<file path="src/rtl/spi_mm_pkg.sv">
package spi_mm_pkg;

  typedef enum logic [2:0] {
    ST_IDLE,
    ST_PRE,
    ST_LEAD,
    ST_EDGES,
    ST_TAIL
  } seq_state_t;

  // Edge index counts from 0; even indices are leading edges.
  function automatic logic edge_samples(input logic cpha, input logic [31:0] idx);
    return (idx[0] == cpha);
  endfunction

  function automatic logic edge_shifts(input logic cpha, input logic [31:0] idx,
                                       input logic [31:0] bits);
    if (cpha)
      return (idx[0] == 1'b0) && (idx >= 32'd2);
    else
      return (idx[0] == 1'b1) && (idx < (2 * bits - 1));
  endfunction

endpackage

</file>
<file path="src/rtl/spi_mm_tick.sv">
module spi_mm_tick #(
  parameter int DIV_W = 8
) (
  input  logic             clk,
  input  logic             rst_n,
  input  logic             run,
  input  logic             restart,
  input  logic [DIV_W-1:0] div,
  output logic             tick
);

  logic [DIV_W-1:0] cnt;

  assign tick = run && (cnt == div);

  always_ff @(posedge clk or negedge rst_n) begin
    if (!rst_n)
      cnt <= '0;
    else if (restart || tick || !run)
      cnt <= '0;
    else
      cnt <= cnt + 1'b1;
  end

endmodule

</file>
<file path="src/rtl/spi_mm_seq.sv">
module spi_mm_seq
  import spi_mm_pkg::*;
#(
  parameter int BITS = 8
) (
  input  logic clk,
  input  logic rst_n,
  input  logic start,
  input  logic cpha,
  input  logic tick,
  output logic busy,
  output logic load,
  output logic ss_n,
  output logic phase,
  output logic done,
  output logic finish,
  output logic sample_en,
  output logic shift_en
);

  localparam int EDGES = 2 * BITS;
  localparam int IDX_W = $clog2(EDGES);
  localparam logic [IDX_W-1:0] LAST_EDGE = IDX_W'(EDGES - 1);

  seq_state_t       state;
  logic [IDX_W-1:0] edge_cnt;
  logic             edge_fire;

  assign busy      = (state != ST_IDLE);
  assign load      = start && (state == ST_IDLE);
  assign edge_fire = tick && ((state == ST_LEAD) || (state == ST_EDGES));
  assign finish    = tick && (state == ST_TAIL);
  assign sample_en = edge_fire && edge_samples(cpha, 32'(edge_cnt));
  assign shift_en  = edge_fire && edge_shifts(cpha, 32'(edge_cnt), 32'(BITS));

  always_ff @(posedge clk or negedge rst_n) begin
    if (!rst_n) begin
      state    <= ST_IDLE;
      edge_cnt <= '0;
      ss_n     <= 1'b1;
      phase    <= 1'b0;
      done     <= 1'b0;
    end else begin
      done <= 1'b0;
      unique case (state)
        ST_IDLE: begin
          if (start) begin
            state    <= ST_PRE;
            edge_cnt <= '0;
            phase    <= 1'b0;
          end
        end
        ST_PRE: begin
          if (tick) begin
            state <= ST_LEAD;
            ss_n  <= 1'b0;
          end
        end
        ST_LEAD: begin
          if (tick) begin
            state    <= ST_EDGES;
            phase    <= ~phase;
            edge_cnt <= edge_cnt + 1'b1;
          end
        end
        ST_EDGES: begin
          if (tick) begin
            phase <= ~phase;
            if (edge_cnt == LAST_EDGE)
              state <= ST_TAIL;
            else
              edge_cnt <= edge_cnt + 1'b1;
          end
        end
        ST_TAIL: begin
          if (tick) begin
            state <= ST_IDLE;
            ss_n  <= 1'b1;
            done  <= 1'b1;
          end
        end
        default: state <= ST_IDLE;
      endcase
    end
  end

  AST_SS_INSIDE_BUSY: assert property (@(posedge clk) disable iff (!rst_n)
    !ss_n |-> busy);

  AST_DONE_ONE_CYCLE: assert property (@(posedge clk) disable iff (!rst_n)
    done |=> !done);

  AST_EDGE_NEEDS_SS: assert property (@(posedge clk) disable iff (!rst_n)
    !$stable(phase) |-> !ss_n);

  AST_PHASE_HOME_AT_END: assert property (@(posedge clk) disable iff (!rst_n)
    finish |-> !phase);

endmodule

</file>
<file path="src/rtl/spi_mm_shift.sv">
module spi_mm_shift #(
  parameter int BITS = 8
) (
  input  logic            clk,
  input  logic            rst_n,
  input  logic            load,
  input  logic [BITS-1:0] tx,
  input  logic            shift_en,
  input  logic            sample_en,
  input  logic            finish,
  input  logic            miso,
  output logic            mosi,
  output logic [BITS-1:0] rx_data
);

  logic [BITS-1:0] tx_sr;
  logic [BITS-1:0] rx_sr;

  always_ff @(posedge clk or negedge rst_n) begin
    if (!rst_n) begin
      tx_sr   <= '0;
      rx_sr   <= '0;
      mosi    <= 1'b0;
      rx_data <= '0;
    end else begin
      if (load) begin
        tx_sr <= tx;
        mosi  <= tx[BITS-1];
      end else if (shift_en) begin
        tx_sr <= {tx_sr[BITS-2:0], 1'b0};
        mosi  <= tx_sr[BITS-2];
      end else if (finish) begin
        mosi <= 1'b0;
      end
      if (sample_en)
        rx_sr <= {rx_sr[BITS-2:0], miso};
      if (finish)
        rx_data <= rx_sr;
    end
  end

  AST_SAMPLE_APART_FROM_SHIFT: assert property (@(posedge clk) disable iff (!rst_n)
    !(sample_en && shift_en));

  AST_MOSI_HELD_ON_SAMPLE: assert property (@(posedge clk) disable iff (!rst_n)
    sample_en |=> $stable(mosi));

endmodule

</file>
<file path="src/rtl/spi_mode_master.sv">
module spi_mode_master
  import spi_mm_pkg::*;
#(
  parameter int BITS  = 8,
  parameter int DIV_W = 8
) (
  input  logic             clk,
  input  logic             rst_n,
  input  logic             start,
  input  logic [BITS-1:0]  tx_data,
  input  logic             cpol,
  input  logic             cpha,
  input  logic [DIV_W-1:0] div,
  input  logic             miso,
  output logic             sclk,
  output logic             mosi,
  output logic             ss_n,
  output logic [BITS-1:0]  rx_data,
  output logic             busy,
  output logic             done
);

  logic             cpol_q;
  logic             cpha_q;
  logic [DIV_W-1:0] div_q;
  logic             load;
  logic             tick;
  logic             phase;
  logic             finish;
  logic             sample_en;
  logic             shift_en;

  always_ff @(posedge clk or negedge rst_n) begin
    if (!rst_n) begin
      cpol_q <= 1'b0;
      cpha_q <= 1'b0;
      div_q  <= '0;
    end else if (load) begin
      cpol_q <= cpol;
      cpha_q <= cpha;
      div_q  <= div;
    end
  end

  assign sclk = phase ^ (busy ? cpol_q : cpol);

  spi_mm_tick #(.DIV_W(DIV_W)) tick_i (
    .clk    (clk),
    .rst_n  (rst_n),
    .run    (busy),
    .restart(load),
    .div    (div_q),
    .tick   (tick)
  );

  spi_mm_seq #(.BITS(BITS)) seq_i (
    .clk      (clk),
    .rst_n    (rst_n),
    .start    (start),
    .cpha     (cpha_q),
    .tick     (tick),
    .busy     (busy),
    .load     (load),
    .ss_n     (ss_n),
    .phase    (phase),
    .done     (done),
    .finish   (finish),
    .sample_en(sample_en),
    .shift_en (shift_en)
  );

  spi_mm_shift #(.BITS(BITS)) shift_i (
    .clk      (clk),
    .rst_n    (rst_n),
    .load     (load),
    .tx       (tx_data),
    .shift_en (shift_en),
    .sample_en(sample_en),
    .finish   (finish),
    .miso     (miso),
    .mosi     (mosi),
    .rx_data  (rx_data)
  );

  AST_IDLE_SCLK_LEVEL: assert property (@(posedge clk) disable iff (!rst_n)
    !busy |-> (sclk == cpol));

  AST_MOSI_BEFORE_SS: assert property (@(posedge clk) disable iff (!rst_n)
    $fell(ss_n) |-> $stable(mosi));

  AST_BUSY_START_IGNORED: assert property (@(posedge clk) disable iff (!rst_n)
    (busy && start) |-> !load);

  AST_CFG_FROZEN: assert property (@(posedge clk) disable iff (!rst_n)
    (busy && $past(busy)) |-> ($stable(cpha_q) && $stable(div_q)));

endmodule

</file>
<file path="config.mk">
export PLATFORM = sky130hd
export DESIGN_NAME = spi_mode_master
export DESIGN_NICKNAME = d
export VERILOG_FILES = /design/src/rtl/spi_mm_pkg.sv /design/src/rtl/spi_mm_tick.sv /design/src/rtl/spi_mm_seq.sv /design/src/rtl/spi_mm_shift.sv /design/src/rtl/spi_mode_master.sv
export SDC_FILE = /design/constraint.sdc
export NUM_CORES = 1
export LEC_CHECK = 0
export CAP_MARGIN = 20
export CORE_MARGIN = 4
export CORE_UTILIZATION = 54
export CTS_BUF_LIST = sky130_fd_sc_hd__clkbuf_4
export DETAILED_ROUTE_END_ITERATION = 16
export DONT_BUFFER_PORTS = 1
export PLACE_DENSITY = 0.75
export REMOVE_ABC_BUFFERS = 1
export SLEW_MARGIN = 20
export SYNTH_ARGS = -nofsm -noshare
export SYNTH_HDL_FRONTEND = slang
export SYNTH_SLANG_ARGS = --single-unit
</file>
<file path="constraint.sdc">
create_clock -name clk -period 1.72 [get_ports clk]
set_input_delay 0.258 -clock clk [delete_from_list [all_inputs] [get_ports clk]]
set_output_delay 0.258 -clock clk [all_outputs]
set_load 0.01 [all_outputs]
</file>
==> results.sh <==
export IMPL_wl_per_cell_um=18.1
export IMPL_grt_pass1_wl_mm=8.98
export IMPL_dr_total_vias=1940
export IMPL_first_iter_violations=156
export IMPL_die_w_um=74.8
export IMPL_ant_nets=0
export IMPL_pwr_share_seq_pct=38.8
export IMPL_syn_area_um2=2410
export IMPL_gr_total_overflow=0
export IMPL_initial_core_util_pct=55.6
export IMPL_p_int_mw=3.02
export IMPL_cp_required_ns=2.01
export IMPL_die_area_um2=5590
export IMPL_syn2layout_area_growth_pct=41.1
export IMPL_cts_root_buffer="clkbuf_4"
export IMPL_crit_path_max_fanout=8
export IMPL_p_switching_mw=1.91
export IMPL_r2r_cells=6
export IMPL_dp_hpwl_mm=3.52
export IMPL_min_path_type="primary input to flop"
export IMPL_synth_top_cell_area_share_pct=53.0
export IMPL_fmaxAchievable_mhz=536
export IMPL_ys_types=42
export IMPL_drc_errors=0
export IMPL_fin_util_pct=78.5
export IMPL_rsz0062_at_grt="true"
export IMPL_wirelength_mm=6.17
export IMPL_cts_sinks=52
export IMPL_synth_yosys_seq_area_share_pct=54.1
export IMPL_synth_commonest_cells="dfrtp_1, nand2_1, mux2_2"
export IMPL_reg2reg_from="tick_i.cnt[5]$_DFF_PN0_"
export IMPL_hold_path_end="shift_i.tx_sr[4]$_DFFE_PN0P_"
export IMPL_endpoint_kind="flop"
export IMPL_ys_ff_latch=52
export IMPL_num_rows=24
export IMPL_worst_path_max_delay_cell="dfrtp_1"
export IMPL_reg2reg_slack_ns=-0.14
export IMPL_p_comb_share_pct=49.3
export IMPL_clock_skew_ns=0.0108
export IMPL_power_per_cell_area_nw_per_um2=1450
export IMPL_numCtsBuffers=5
export IMPL_yosys_cell_count_top_type="dfrtp_1"
export IMPL_setup_viol=28
export IMPL_track_usage_pct=21.4
export IMPL_fin_setup_tns_ns=-2.32
export IMPL_path_cells="xnor2_2, nand4_4, buf_4, nor4_4, buf_6, mux2_4"
export IMPL_drive_above_1_share_pct=38.9
export IMPL_core_area_um2=4320
export IMPL_portBuffers=0
export IMPL_pwr_share_clk_pct=11.9
export IMPL_first_pass_iters=4
export IMPL_max_stage_delay_ns=0.44
export IMPL_timing_max_cap_violations=0
export IMPL_switching_share_pct=38.7
export IMPL_clk_latency_ns=0.38
export IMPL_cts_buffer_depth=2
export IMPL_setup_ws_ns=-0.144
export IMPL_cp_num_buf_inv=2
export IMPL_p_leak_nw=1.62
export IMPL_ir_drop_uv=789
export IMPL_gp_congestion=0.907
export IMPL_grt_antenna_before_repair=0
export IMPL_final_max_slew_violation_count=0
export IMPL_layout_worst_path_cycle_share_pct=108
export IMPL_hold_depth=2
export IMPL_layout_nets=312
export IMPL_rr_endpoint="shift_i.rx_sr[0]$_DFFE_PN0P_"
export IMPL_die_y_um=74.8
export IMPL_grt_max_degree=53
export IMPL_critical_path_top_delay_family="flip-flops"
export IMPL_synth_area_leaders="dfrtp_1, mux2_2, nand2_1, xnor2_1, nor2_1"
export IMPL_ctsHtreeMaxLevel=2
export IMPL_relSlewSlack_pct=75.3
export IMPL_synth_async_sr_flop_share_pct=100
export IMPL_path_class="flop to flop"
export IMPL_netlist_instances=220
export IMPL_hold_violations=0
export IMPL_via_per_inst=5.71
export IMPL_synth_edf_count=0
export IMPL_synth_flop_cell="dfrtp_1"
export IMPL_n_antenna_cell=0
export IMPL_grt_pass1_vias=1880
export IMPL_pin_count=35
export IMPL_yosys_area_top_type="dfrtp_1"
export IMPL_period_minus_slack_ns=1.86
export IMPL_critPathLaunchType="flop"
export IMPL_worstPathArrival_ns=2.15
export IMPL_tightest_slew_ns=0.368
export IMPL_syn_area_per_cell_um2=10.9
export IMPL_failed_checks="setup timing"
export IMPL_cts_tree="done"
export IMPL_p_total_mw=4.94
export IMPL_worstHoldStart="tx_data[4]"
export IMPL_synth_warnings=0
export IMPL_cts_clk_slew_worst_paths_ns=0.16
export IMPL_outcome="finished, violations left"
-- how the worst max path moves through the flow --
stage	slack [ns]	to	depth (start not counted)	start
5_1_grt	-0.21	shift_i.rx_sr[7]$_DFFE_PN0P_	6	div_q[4]$_DFFE_PN0N_
4_1_cts	-0.10	shift_i.rx_sr[2]$_DFFE_PN0P_	6	div_q[2]$_DFFE_PN0N_
3_3_place_gp	-0.15	shift_i.rx_sr[2]$_DFFE_PN0P_	5	tick_i.cnt[6]$_DFF_PN0_
6_report	-0.14	shift_i.rx_sr[0]$_DFFE_PN0P_	6	tick_i.cnt[5]$_DFF_PN0_
3_5_place_dp	-0.18	shift_i.rx_sr[2]$_DFFE_PN0P_	5	tick_i.cnt[4]$_DFF_PN0_
2_1_floorplan	-0.32	shift_i.tx_sr[1]$_DFFE_PN0P_	5	tick_i.cnt[4]$_DFF_PN0_
-- worst register-to-register path: stages (launching register included) --
cell	delay, ns
dfrtp_1	0.44
xnor2_2	0.23
nand4_4	0.20
buf_4	0.20
nor4_4	0.20
buf_6	0.21
mux2_4	0.32
-- power by group through the flow --
stage	registers [mW]	clock network, mW	logic [mW]
3_5_place_dp	1.85	0	1.68
5_1_grt	1.95	0.637	2.61
2_1_floorplan	1.85	0	0.988
6_report	1.91	0.589	2.43
3_3_place_gp	1.84	0	1.64
4_1_cts	1.88	0.603	2.10
-- stage by stage --
step / hold WS (ns) / area (um2) / instances / setup WS (ns)
3_3_place_gp: -0.0356 / 2720 / 301 / -0.148
5_1_grt: 0.00963 / 3400 / 340 / -0.207
3_5_place_dp: -0.0357 / 2720 / 301 / -0.176
4_1_cts: 0.00426 / 3250 / 330 / -0.101
2_1_floorplan: -0.0376 / 2370 / 213 / -0.317
6_report: 0.0283 / 3400 / 340 / -0.144
-- cell type report --
cell class | count | area (um2)
flip-flops and latches | 52 | 1300
well taps | 52 | 65.1
clock inverters | 3 | 25.0
clock buffers | 5 | 37.5
repair buffers | 67 | 632
inverters | 6 | 22.5
multi-input cells | 155 | 1310
fillers | 240 | 928
-- cells in the final DEF (no fill, tap or decap), types with 2 or more instances in the layout --
master         synthesis  layout
xnor2_1               13       5
o41ai_1                3       2
nor3_1                 3       2
o21ai_1                1       2
clkbuf_4               0       5
nor2_4                 0       2
buf_12                 0       2
o21ai_2                0       2
a22o_1                 4       4
xor2_1                 3       3
mux2_4                 0      16
o211ai_1               3       3
nand3_1                7       3
buf_6                  0       9
inv_1                  6       6
dfrtp_1               51      51
a21oi_1                3       3
inv_6                  0       2
nand2_1               47      46
nor2_1                12      11
nor4_4                 1       2
a21o_1                 3       3
ha_1                   3       2
and3_1                 5       5
mux2i_1                3       2
buf_4                  1      41
dlygate4sd3_1          0      13
xnor2_2                0       8
nand3_2                0       4
a211oi_1               3       3
-- flip-flops by register name, summed over array words and instances (netlist names) --
register,count
seq_i.done,1
seq_i.phase,1
shift_i.rx_sr,8
seq_i.edge_cnt,4
seq_i.state,3
cpha_q,1
shift_i.mosi,1
div_q,8
shift_i.rx_data,8
shift_i.tx_sr,7
seq_i.ss_n,1
cpol_q,1
tick_i.cnt,8
-- kinds of logic after synthesis --
group | count (synthesis) | synth area share [%]
adder cells (fa/ha/maj) | 3 | 1.56
buffers and inverters | 13 | 2.29
multiplexers | 19 | 8.74
XOR/XNOR | 16 | 5.82
AO/OA/AOI/OAI | 33 | 9.98
flip-flops | 52 | 54.1
AND/OR/NAND/NOR | 84 | 17.5
-- layer usage --
metal | vias to the layer above | part of all wire [%] | GRT usage [%]
li1 | 902 | - | -
met1 | 972 | 43 | 28.5
met2 | 50 | 51 | 35.1
met3 | 16 | 4.9 | 5.21
met4 | 0 | 1.8 | 5.93
met5 | - | 0 | 0
-- timing repair --
action / 4_1_cts / 5_1_grt
endpoints found under the setup margin: 29 / 43
gates resized for setup: 44 / 20
hold buffers: 13 / 1
buffers inserted: 9 / 9
cloned: 1 / 0
endpoints found under the hold margin: 63 / 1
pin swaps: 22 / 13
Power figures use the tool's default switching activity.
